--- config.mk ---
export PLATFORM = sky130hd
export DESIGN_NAME = rename_map_ckpt
export DESIGN_NICKNAME = d
export VERILOG_FILES = /design/src/rtl/rmap_pkg.sv /design/src/rtl/rmap_entry.sv /design/src/rtl/rmap_lookup.sv /design/src/rtl/rmap_ckpt_ctl.sv /design/src/rtl/rename_map_ckpt.sv
export SDC_FILE = /design/constraint.sdc
export NUM_CORES = 1
export LEC_CHECK = 0
export BUFFER_PORTS_ARGS = -buffer_cell sky130_fd_sc_hd__buf_2
export CAP_MARGIN = 20
export CORE_MARGIN = 3
export CORE_UTILIZATION = 59
export CTS_BUF_LIST = sky130_fd_sc_hd__clkbuf_16
export CTS_CLUSTER_DIAMETER = 40
export DETAILED_ROUTE_END_ITERATION = 10
export PLACE_DENSITY = 0.84
export SKIP_CTS_REPAIR_TIMING = 1
export SLEW_MARGIN = 40
export SYNTH_ARGS = -nofsm -noshare
export SYNTH_HDL_FRONTEND = slang
export SYNTH_SLANG_ARGS = --single-unit
export TNS_END_PERCENT = 1
--- constraint.sdc ---
create_clock -name clk -period 2.8 [get_ports clk]
set_clock_uncertainty 0.1 [all_clocks]
set_input_delay 0.56 -clock clk [delete_from_list [all_inputs] [get_ports clk]]
set_output_delay 0.56 -clock clk [all_outputs]
set_load 0.02 [all_outputs]
--- src/rtl/rmap_pkg.sv ---
package rmap_pkg;
  typedef enum logic {
    CK_IDLE = 1'b0,
    CK_HELD = 1'b1
  } ck_state_e;
endpackage

--- src/rtl/rmap_entry.sv ---
module rmap_entry #(
  parameter int unsigned TAG_W = 4
) (
  input  logic             clk,
  input  logic             rst_n,
  input  logic             wk_valid,
  input  logic [TAG_W-1:0] wk_tag,
  input  logic             alloc_hit,
  input  logic [TAG_W-1:0] alloc_tag,
  input  logic             take_ckpt,
  input  logic             restore,
  output logic [TAG_W-1:0] cur_tag,
  output logic             cur_rdy
);
  logic [TAG_W-1:0] bak_tag, cur_tag_n, bak_tag_n;
  logic             bak_rdy, cur_rdy_n, bak_rdy_n;
  logic             cur_wake, bak_wake;

  always_comb begin
    cur_wake = wk_valid && (wk_tag == cur_tag);
    bak_wake = wk_valid && (wk_tag == bak_tag);
    if (restore) begin
      cur_tag_n = bak_tag;
      cur_rdy_n = bak_rdy | bak_wake;
    end else if (alloc_hit) begin
      cur_tag_n = alloc_tag;
      cur_rdy_n = 1'b0;
    end else begin
      cur_tag_n = cur_tag;
      cur_rdy_n = cur_rdy | cur_wake;
    end
    if (take_ckpt) begin
      bak_tag_n = cur_tag_n;
      bak_rdy_n = cur_rdy_n;
    end else begin
      bak_tag_n = bak_tag;
      bak_rdy_n = bak_rdy | bak_wake;
    end
  end

  always_ff @(posedge clk or negedge rst_n) begin
    if (!rst_n) begin
      cur_tag <= '0;
      cur_rdy <= 1'b1;
      bak_tag <= '0;
      bak_rdy <= 1'b1;
    end else begin
      cur_tag <= cur_tag_n;
      cur_rdy <= cur_rdy_n;
      bak_tag <= bak_tag_n;
      bak_rdy <= bak_rdy_n;
    end
  end
endmodule

--- src/rtl/rmap_lookup.sv ---
module rmap_lookup #(
  parameter int unsigned NUM_ARCH = 8,
  parameter int unsigned TAG_W    = 4,
  localparam int unsigned IDX_W   = $clog2(NUM_ARCH)
) (
  input  logic [NUM_ARCH*TAG_W-1:0] tags_flat,
  input  logic [NUM_ARCH-1:0]       rdy_vec,
  input  logic [IDX_W-1:0]          idx,
  input  logic                      wk_valid,
  input  logic [TAG_W-1:0]          wk_tag,
  output logic [TAG_W-1:0]          tag,
  output logic                      rdy
);
  always_comb begin
    tag = tags_flat[idx*TAG_W +: TAG_W];
    rdy = rdy_vec[idx] | (wk_valid && (wk_tag == tag));
  end
endmodule

--- src/rtl/rmap_ckpt_ctl.sv ---
module rmap_ckpt_ctl
  import rmap_pkg::*;
(
  input  logic clk,
  input  logic rst_n,
  input  logic br_valid,
  input  logic rsv_valid,
  input  logic rsv_mispredict,
  output logic br_accept,
  output logic br_stall,
  output logic restore,
  output logic held
);
  ck_state_e st_q, st_n;

  always_comb begin
    held      = (st_q == CK_HELD);
    br_accept = br_valid && !held;
    br_stall  = br_valid && held;
    restore   = rsv_valid && rsv_mispredict && held;
    st_n      = st_q;
    if (br_accept)             st_n = CK_HELD;
    else if (rsv_valid && held) st_n = CK_IDLE;
  end

  always_ff @(posedge clk or negedge rst_n) begin
    if (!rst_n) st_q <= CK_IDLE;
    else        st_q <= st_n;
  end
endmodule

--- src/rtl/rename_map_ckpt.sv ---
module rename_map_ckpt #(
  parameter int unsigned NUM_ARCH = 8,
  parameter int unsigned TAG_W    = 4,
  localparam int unsigned IDX_W   = $clog2(NUM_ARCH)
) (
  input  logic             clk,
  input  logic             rst_n,
  input  logic             dec_valid,
  input  logic             dst_en,
  input  logic [IDX_W-1:0] dst_idx,
  input  logic [TAG_W-1:0] dst_tag,
  input  logic [IDX_W-1:0] rd0_idx,
  output logic [TAG_W-1:0] rd0_tag,
  output logic             rd0_rdy,
  input  logic [IDX_W-1:0] rd1_idx,
  output logic [TAG_W-1:0] rd1_tag,
  output logic             rd1_rdy,
  input  logic             wk_valid,
  input  logic [TAG_W-1:0] wk_tag,
  input  logic             br_valid,
  output logic             br_accept,
  output logic             br_stall,
  input  logic             rsv_valid,
  input  logic             rsv_mispredict,
  output logic             ckpt_held
);
  logic [NUM_ARCH*TAG_W-1:0] tags_flat;
  logic [NUM_ARCH-1:0]       rdy_vec;
  logic                      restore;
  logic                      claim;

  assign claim = dec_valid && dst_en;

  rmap_ckpt_ctl ctl_i (
    .clk            (clk),
    .rst_n          (rst_n),
    .br_valid       (br_valid),
    .rsv_valid      (rsv_valid),
    .rsv_mispredict (rsv_mispredict),
    .br_accept      (br_accept),
    .br_stall       (br_stall),
    .restore        (restore),
    .held           (ckpt_held)
  );

  for (genvar g = 0; g < NUM_ARCH; g++) begin : g_ent
    logic             hit;
    logic [TAG_W-1:0] e_tag;
    assign hit = claim && (dst_idx == IDX_W'(g));
    rmap_entry #(.TAG_W(TAG_W)) ent_i (
      .clk       (clk),
      .rst_n     (rst_n),
      .wk_valid  (wk_valid),
      .wk_tag    (wk_tag),
      .alloc_hit (hit),
      .alloc_tag (dst_tag),
      .take_ckpt (br_accept),
      .restore   (restore),
      .cur_tag   (e_tag),
      .cur_rdy   (rdy_vec[g])
    );
    assign tags_flat[g*TAG_W +: TAG_W] = e_tag;
  end

  rmap_lookup #(.NUM_ARCH(NUM_ARCH), .TAG_W(TAG_W)) lk0_i (
    .tags_flat (tags_flat),
    .rdy_vec   (rdy_vec),
    .idx       (rd0_idx),
    .wk_valid  (wk_valid),
    .wk_tag    (wk_tag),
    .tag       (rd0_tag),
    .rdy       (rd0_rdy)
  );

  rmap_lookup #(.NUM_ARCH(NUM_ARCH), .TAG_W(TAG_W)) lk1_i (
    .tags_flat (tags_flat),
    .rdy_vec   (rdy_vec),
    .idx       (rd1_idx),
    .wk_valid  (wk_valid),
    .wk_tag    (wk_tag),
    .tag       (rd1_tag),
    .rdy       (rd1_rdy)
  );
endmodule

==> results of run 1 <==
==> cell families (layout without fill, tap and decap cells) <==
| group | Yosys count | count (layout) | share of synthesized area |
|---|---|---|---|
| xor gates and xnor gates | 70 | 70 | 0.124 |
| buffers and inverters | 45 | 93 | 0.0434 |
| DFF | 81 | 81 | 0.413 |
| muxes | 68 | 68 | 0.169 |
| AOI/OAI and AO/OA | 109 | 109 | 0.128 |
| and+or+nand+nor | 139 | 139 | 0.123 |
==> cells in the mapped netlist (all sizes together) <==
| cell type | number | area share |
|---|---|---|
| a2111oi | 1 | 0.0030 |
| a211oi | 3 | 0.0056 |
| a21oi | 32 | 0.032 |
| a22oi | 1 | 0.0015 |
| a31o | 8 | 0.014 |
| a31oi | 1 | 0.0013 |
| and2 | 2 | 0.0025 |
| and2b | 1 | 0.0015 |
| and3 | 2 | 0.0025 |
| and4 | 1 | 0.0018 |
| buf | 16 | 0.021 |
| clkbuf | 23 | 0.017 |
| clkinv | 1 | 0.00076 |
| dfrtp | 65 | 0.33 |
| dfstp | 16 | 0.085 |
| inv | 5 | 0.0038 |
| mux2 | 6 | 0.015 |
| mux2i | 51 | 0.10 |
| mux4 | 11 | 0.051 |
| nand2 | 53 | 0.040 |
| nand2b | 4 | 0.0050 |
| nand3 | 10 | 0.010 |
| nand3b | 1 | 0.0015 |
| nor2 | 40 | 0.030 |
| nor2b | 4 | 0.0050 |
| nor3 | 17 | 0.017 |
| nor4 | 1 | 0.0013 |
| o2111ai | 1 | 0.0018 |
| o21ai | 52 | 0.052 |
| o22ai | 8 | 0.011 |
| o31a | 1 | 0.0018 |
| o41ai | 1 | 0.0033 |
| or3 | 3 | 0.0038 |
| xnor2 | 34 | 0.060 |
| xor2 | 36 | 0.064 |
==> power groups by stage <==
stage          logic [mW]  clock network (mW)  registers [mW]
2_1_floorplan        1.39                   0            2.06
5_1_grt              2.16                1.23            2.27
4_1_cts              1.94                1.17            2.20
3_3_place_gp         1.81                   0            2.18
6_report             1.98                1.16            2.23
3_5_place_dp         1.91                   0            2.21
==> area by class of cell <==
class | instances | area [µm²] | area share
clock buffers | 9 | 225 | 0.0394
well taps | 102 | 128 | 0.0224
repair buffers | 71 | 470 | 0.0824
clock inverters | 7 | 70.1 | 0.0123
flip-flops and latches | 81 | 2050 | 0.359
inverters | 6 | 22.5 | 0.00394
multi-input cells | 386 | 2740 | 0.481
==> sequential cells by signal (all words and copies together), names as in the netlist <==
signal,count
g_ent.ent_i.bak_rdy,8
ctl_i.held,1
g_ent.ent_i.cur_rdy,8
g_ent.ent_i.cur_tag,32
g_ent.ent_i.bak_tag,32
==> worst reg2reg max path: cells and delay by family, from the launching register on <==
kind	cells	cell delay, ns
AO/OA/AOI/OAI	1	0.26
buffers and inverters	2	0.66
flip-flops	1	0.41
AND/OR/NAND/NOR	1	0.07
==> routing by layer <==
metal  part of all wire  vias up
met3              0.084       59
met1               0.40     2029
met4              0.052        0
met5                  0        -
met2               0.47      227
li1                   -     1873
==> worst max path at each step <==
stage                                        start      end  slack, ns  cells past startpoint
6_report       g_ent[4].ent_i.cur_tag[3]$_DFF_PN0_  rd0_rdy      -0.19                      6
5_1_grt        g_ent[4].ent_i.cur_tag[3]$_DFF_PN0_  rd0_rdy      -0.29                      6
4_1_cts                                 rd0_idx[0]  rd0_rdy      -0.39                      7
3_5_place_dp                            rd0_idx[0]  rd0_rdy      -0.38                      7
3_3_place_gp                            rd0_idx[0]  rd0_rdy      -0.32                      7
2_1_floorplan                           rd0_idx[0]  rd0_rdy      -0.08                      6
==> per-stage QoR <==
step / worst slack [ns] / setup TNS (ns)
2_1_floorplan: -0.0826 / -0.0826
3_3_place_gp: -0.322 / -0.373
3_5_place_dp: -0.383 / -0.466
4_1_cts: -0.389 / -0.518
5_1_grt: -0.292 / -0.476
6_report: -0.194 / -0.252
==> results.json, run 1 <==
{
  "antenna_left": 0,
  "grt_pass1_wl_um": 21500,
  "power_frac_seq": 0.415,
  "area_growth_pct": 15.2,
  "synth.avg_cell_area_um2": 9.68,
  "power.share.combinational": 0.369,
  "drive_above_1_share": 0.241,
  "antenna_cells": 0,
  "layout_commonest_cell": "dfrtp_1",
  "violations": "setup timing",
  "ff2ff_setup_slack_ns": 1.14,
  "ys_warn_count": 0,
  "crit_required_ns": 2.14,
  "cts_buffer_depth": 2,
  "rows": 32,
  "drv_cap": 0,
  "drtIter0Drc": 528,
  "worst_pin_slew_ns": 0.731,
  "cp_max_fo": 4,
  "cts_made_buffers": 9,
  "power_density_mw_per_mm2": 940,
  "num_vias": 4188,
  "wl_per_cell_um": 20.2,
  "die-area_mm2": 0.00954,
  "fin_crit_ns": 2.99,
  "dieHeight_um": 97.7,
  "cts_tree": "done",
  "vdd_drop_max_uv": 470,
  "synth_area_mm2": 0.00496,
  "fin_util": 0.720,
  "drc": 0,
  "placed_area_mm2": 0.00537,
  "synthesis.nets": 537,
  "hold_viol": 0,
  "power.internal_mw": 3.37,
  "fmax_mhz": 334,
  "switching_share": 0.372,
  "wl_um": 13400,
  "die_width_um": 97.7,
  "critPathCaptureType": "output pin",
  "synth_cell_types": 45,
  "status": "complete, but fails checks",
  "cp_top_family": "multiplexers",
  "use_met2": 0.440,
  "grt.met3_usage": 0.0560,
  "crit_chain": "mux2i_1, mux4_2, xnor2_1, or3_4, o41ai_4, buf_4",
  "ff2ff_path_depth": 4,
  "min_path_type": "in2async",
  "finalPower_mw": 5.37,
  "final_cell_area_mm2": 0.00571,
  "cts_num_sinks": 81,
  "fin_hold_ws_ns": 0.146,
  "clkPwrFrac": 0.216,
  "setup_slack_ns": -0.194,
  "slew_headroom": 0.512,
  "first_pass_iters": 5,
  "period_share": 1.07,
  "fin_cells": 662,
  "grt-ovfl-total": 0,
  "post-place-cells": 646,
  "place.gp.congestion": 0.961,
  "grt_start_max_net_pins": 82,
  "coreArea_mm2": 0.00793,
  "fillCellCount": 557,
  "grt_pass1_vias": 4184,
  "cts_max_level": 3,
  "clk_pin_slew_ns": 0.06,
  "finalMaxSlewViolations": 0,
  "setup.worst_path.start_class": "register",
  "root_buffer": "clkbuf_16",
  "arrival_ns": 2.33,
  "max_stage_delay_ns": 0.49,
  "synth_seq_cells": 81,
  "slowest_stage": "mux4_2",
  "met1_usage": 0.389,
  "timing.critical_path.buf_inv": 1,
  "finalSetupViolations": 2,
  "antenna_found_initial": 0,
  "seq_area_frac_synth": 0.413,
  "path_class": "reg2out",
  "grt_setup_unrepaired": "true",
  "start_util": 0.625,
  "io_pins": 38,
  "io_buffers": 37,
  "nets": 580,
  "p_switching_mw": 2.00,
  "grt_use_total": 0.287,
  "clk_latency_ns": 0.34,
  "grt_most_used_layer": "met2",
  "rr_startpoint": "ctl_i.held$_DFFE_PN0P_",
  "p_leak_nw": 2.46,
  "final_cell_mix": "63 x dfrtp_1, 52 x nand2_1, 51 x mux2i_1, 51 x o21ai_0, 40 x nor2_1",
  "hpwl_um": 9470,
  "worstReg2RegEnd": "g_ent[2].ent_i.bak_tag[0]$_DFFE_PN0P_",
  "synth_cells": 512,
  "via_per_inst": 6.33
}
Note: power is estimated with default switching activity, not from simulation.
==> inputs of run 2 (changes only) <==
- CORE_MARGIN: 3 -> 1
==> run 2 against run 1 <==
Effect of this change: the run still ends with setup timing left; global-route usage increased by 4.4 points; worst setup slack about the same; worst hold slack got worse by 0.035 ns; via count decreased by 0.50%; routed wire length increased by 0.82%; count of clock-buffer cells in the layout unchanged; first-iteration DRC count decreased by 23%; total power increased by 2.5%; register-to-register slack improved by 0.09 ns; largest cell class unchanged.
==> results.json, run 2 (same netlist as run 1, synthesis figures left out) <==
{
  "cts_made_buffers": 9,
  "hpwl_um": 9790,
  "setup_slack_ns": -0.194,
  "drc": 0,
  "arrival_ns": 2.33,
  "crit_required_ns": 2.14,
  "grt_pass1_wl_um": 21600,
  "final_cell_mix": "62 x dfrtp_1, 52 x nand2_1, 51 x mux2i_1, 51 x o21ai_0, 44 x buf_4",
  "antenna_cells": 0,
  "power_density_mw_per_mm2": 948,
  "place.gp.congestion": 0.943,
  "fmax_mhz": 334,
  "drv_cap": 0,
  "setup.worst_path.start_class": "input port",
  "grt-ovfl-total": 0,
  "hold_viol": 0,
  "vdd_drop_max_uv": 385,
  "root_buffer": "clkbuf_16",
  "fin_util": 0.709,
  "io_pins": 38,
  "wl_um": 13500,
  "drive_above_1_share": 0.257,
  "grt_use_total": 0.331,
  "grt_start_max_net_pins": 76,
  "cts_tree": "done",
  "wl_per_cell_um": 20.1,
  "ff2ff_path_depth": 5,
  "clk_latency_ns": 0.35,
  "cts_max_level": 3,
  "min_path_type": "in2async",
  "num_vias": 4167,
  "start_util": 0.606,
  "placed_area_mm2": 0.00543,
  "dieHeight_um": 93.7,
  "violations": "setup timing",
  "worst_pin_slew_ns": 0.676,
  "path_class": "in2out",
  "cp_max_fo": 11,
  "finalSetupViolations": 2,
  "ff2ff_setup_slack_ns": 1.23,
  "first_pass_iters": 5,
  "area_growth_pct": 17.0,
  "die_width_um": 93.7,
  "coreArea_mm2": 0.00818,
  "p_leak_nw": 2.52,
  "clk_pin_slew_ns": 0.07,
  "grt_setup_unrepaired": "true",
  "top_regs": "g_ent.ent_i.bak_tag: 32 flops, g_ent.ent_i.cur_tag: 32 flops",
  "status": "complete, but fails checks",
  "final_cell_area_mm2": 0.00580,
  "antenna_left": 0,
  "drtIter0Drc": 406,
  "critPathCaptureType": "output pin",
  "grt_pass1_vias": 4096,
  "die-area_mm2": 0.00877,
  "via_per_inst": 6.18,
  "period_share": 1.07,
  "slew_headroom": 0.549,
  "layout_commonest_cell": "dfrtp_1",
  "io_buffers": 37,
  "cts_buffer_depth": 2,
  "nets": 589,
  "finalMaxSlewViolations": 0,
  "fin_crit_ns": 2.99,
  "antenna_found_initial": 0,
  "rr_startpoint": "g_ent[7].ent_i.bak_tag[2]$_DFFE_PN0P_",
  "rows": 33,
  "worstReg2RegEnd": "g_ent[7].ent_i.cur_rdy$_DFF_PN1_",
  "cts_num_sinks": 81
}
[run 2: changes by cell type in the layout (fill, tap and decap cells not counted)]
cell | before | now
clkinv_2 | 0 | 1
buf_4 | 35 | 44
buf_12 | 1 | 0
clkinv_4 | 1 | 3
inv_6 | 1 | 0
buf_6 | 2 | 3
dfrtp_2 | 2 | 3
bufinv_16 | 1 | 2
dfrtp_1 | 63 | 62
clkinvlp_4 | 2 | 0
inv_1 | 6 | 5
[run 2: layout make-up]
class                           count  area (µm²)
Timing Repair Buffer               80         529
Clock buffer                        9         225
Multi-Input combinational cell    386        2740
Clock inverter                      7        95.1
Fill cell                         579        2380
Tap cell                          105         131
Sequential cell                    81        2050
Inverter                            6        22.5
[run 2: per-stage QoR]
stage | total power [mW] | std cells | hold WS [ns] | setup TNS [ns] | setup slack, ns
after floorplan | 3.44 | 512 | 0.164 | -0.0826 | -0.0826
after global placement | 4.00 | 657 | 0.407 | -0.297 | -0.262
after detailed placement | 4.14 | 657 | 0.420 | -0.444 | -0.334
after CTS | 5.42 | 673 | 0.167 | -0.528 | -0.351
after global routing | 5.79 | 674 | 0.186 | -0.422 | -0.289
final | 5.50 | 674 | 0.111 | -0.289 | -0.194
[run 2: worst max-delay path by stage]
stage               slack [ns]  cells past startpoint        from  endpoint
global placement         -0.26                      7  rd0_idx[0]   rd0_rdy
detailed placement       -0.33                      7  rd0_idx[0]   rd0_rdy
finish                   -0.19                      8  rd0_idx[0]   rd0_rdy
floorplan                -0.08                      6  rd0_idx[0]   rd0_rdy
CTS                      -0.35                      7  rd0_idx[0]   rd0_rdy
global route             -0.29                      8  rd0_idx[0]   rd0_rdy
[run 2: per-layer routing]
metal / part of all wire / vias up / GRT usage / wire (µm)
li1: - / 1874 / - / -
met1: 0.41 / 2040 / 0.432 / 5480
met2: 0.48 / 208 / 0.522 / 6430
met3: 0.071 / 45 / 0.0615 / 957
met4: 0.048 / 0 / 0.178 / 643
met5: 0 / - / 0 / 0
[run 2: critical path, cell delays in order]
cell	delay, ns
buf_6	0.13
buf_4	0.14
nor2b_1	0.23
a2111oi_4	0.07
o31a_1	0.32
or3_4	0.38
o41ai_4	0.32
buf_4	0.19
[run 2: power breakdown]
part / switching [mW] / leakage (nW) / internal [mW] / total [mW]
clock network: 0.490 / 0.157 / 0.781 / 1.27
registers: 0.503 / 0.928 / 1.72 / 2.22
logic: 1.02 / 1.43 / 0.984 / 2.01
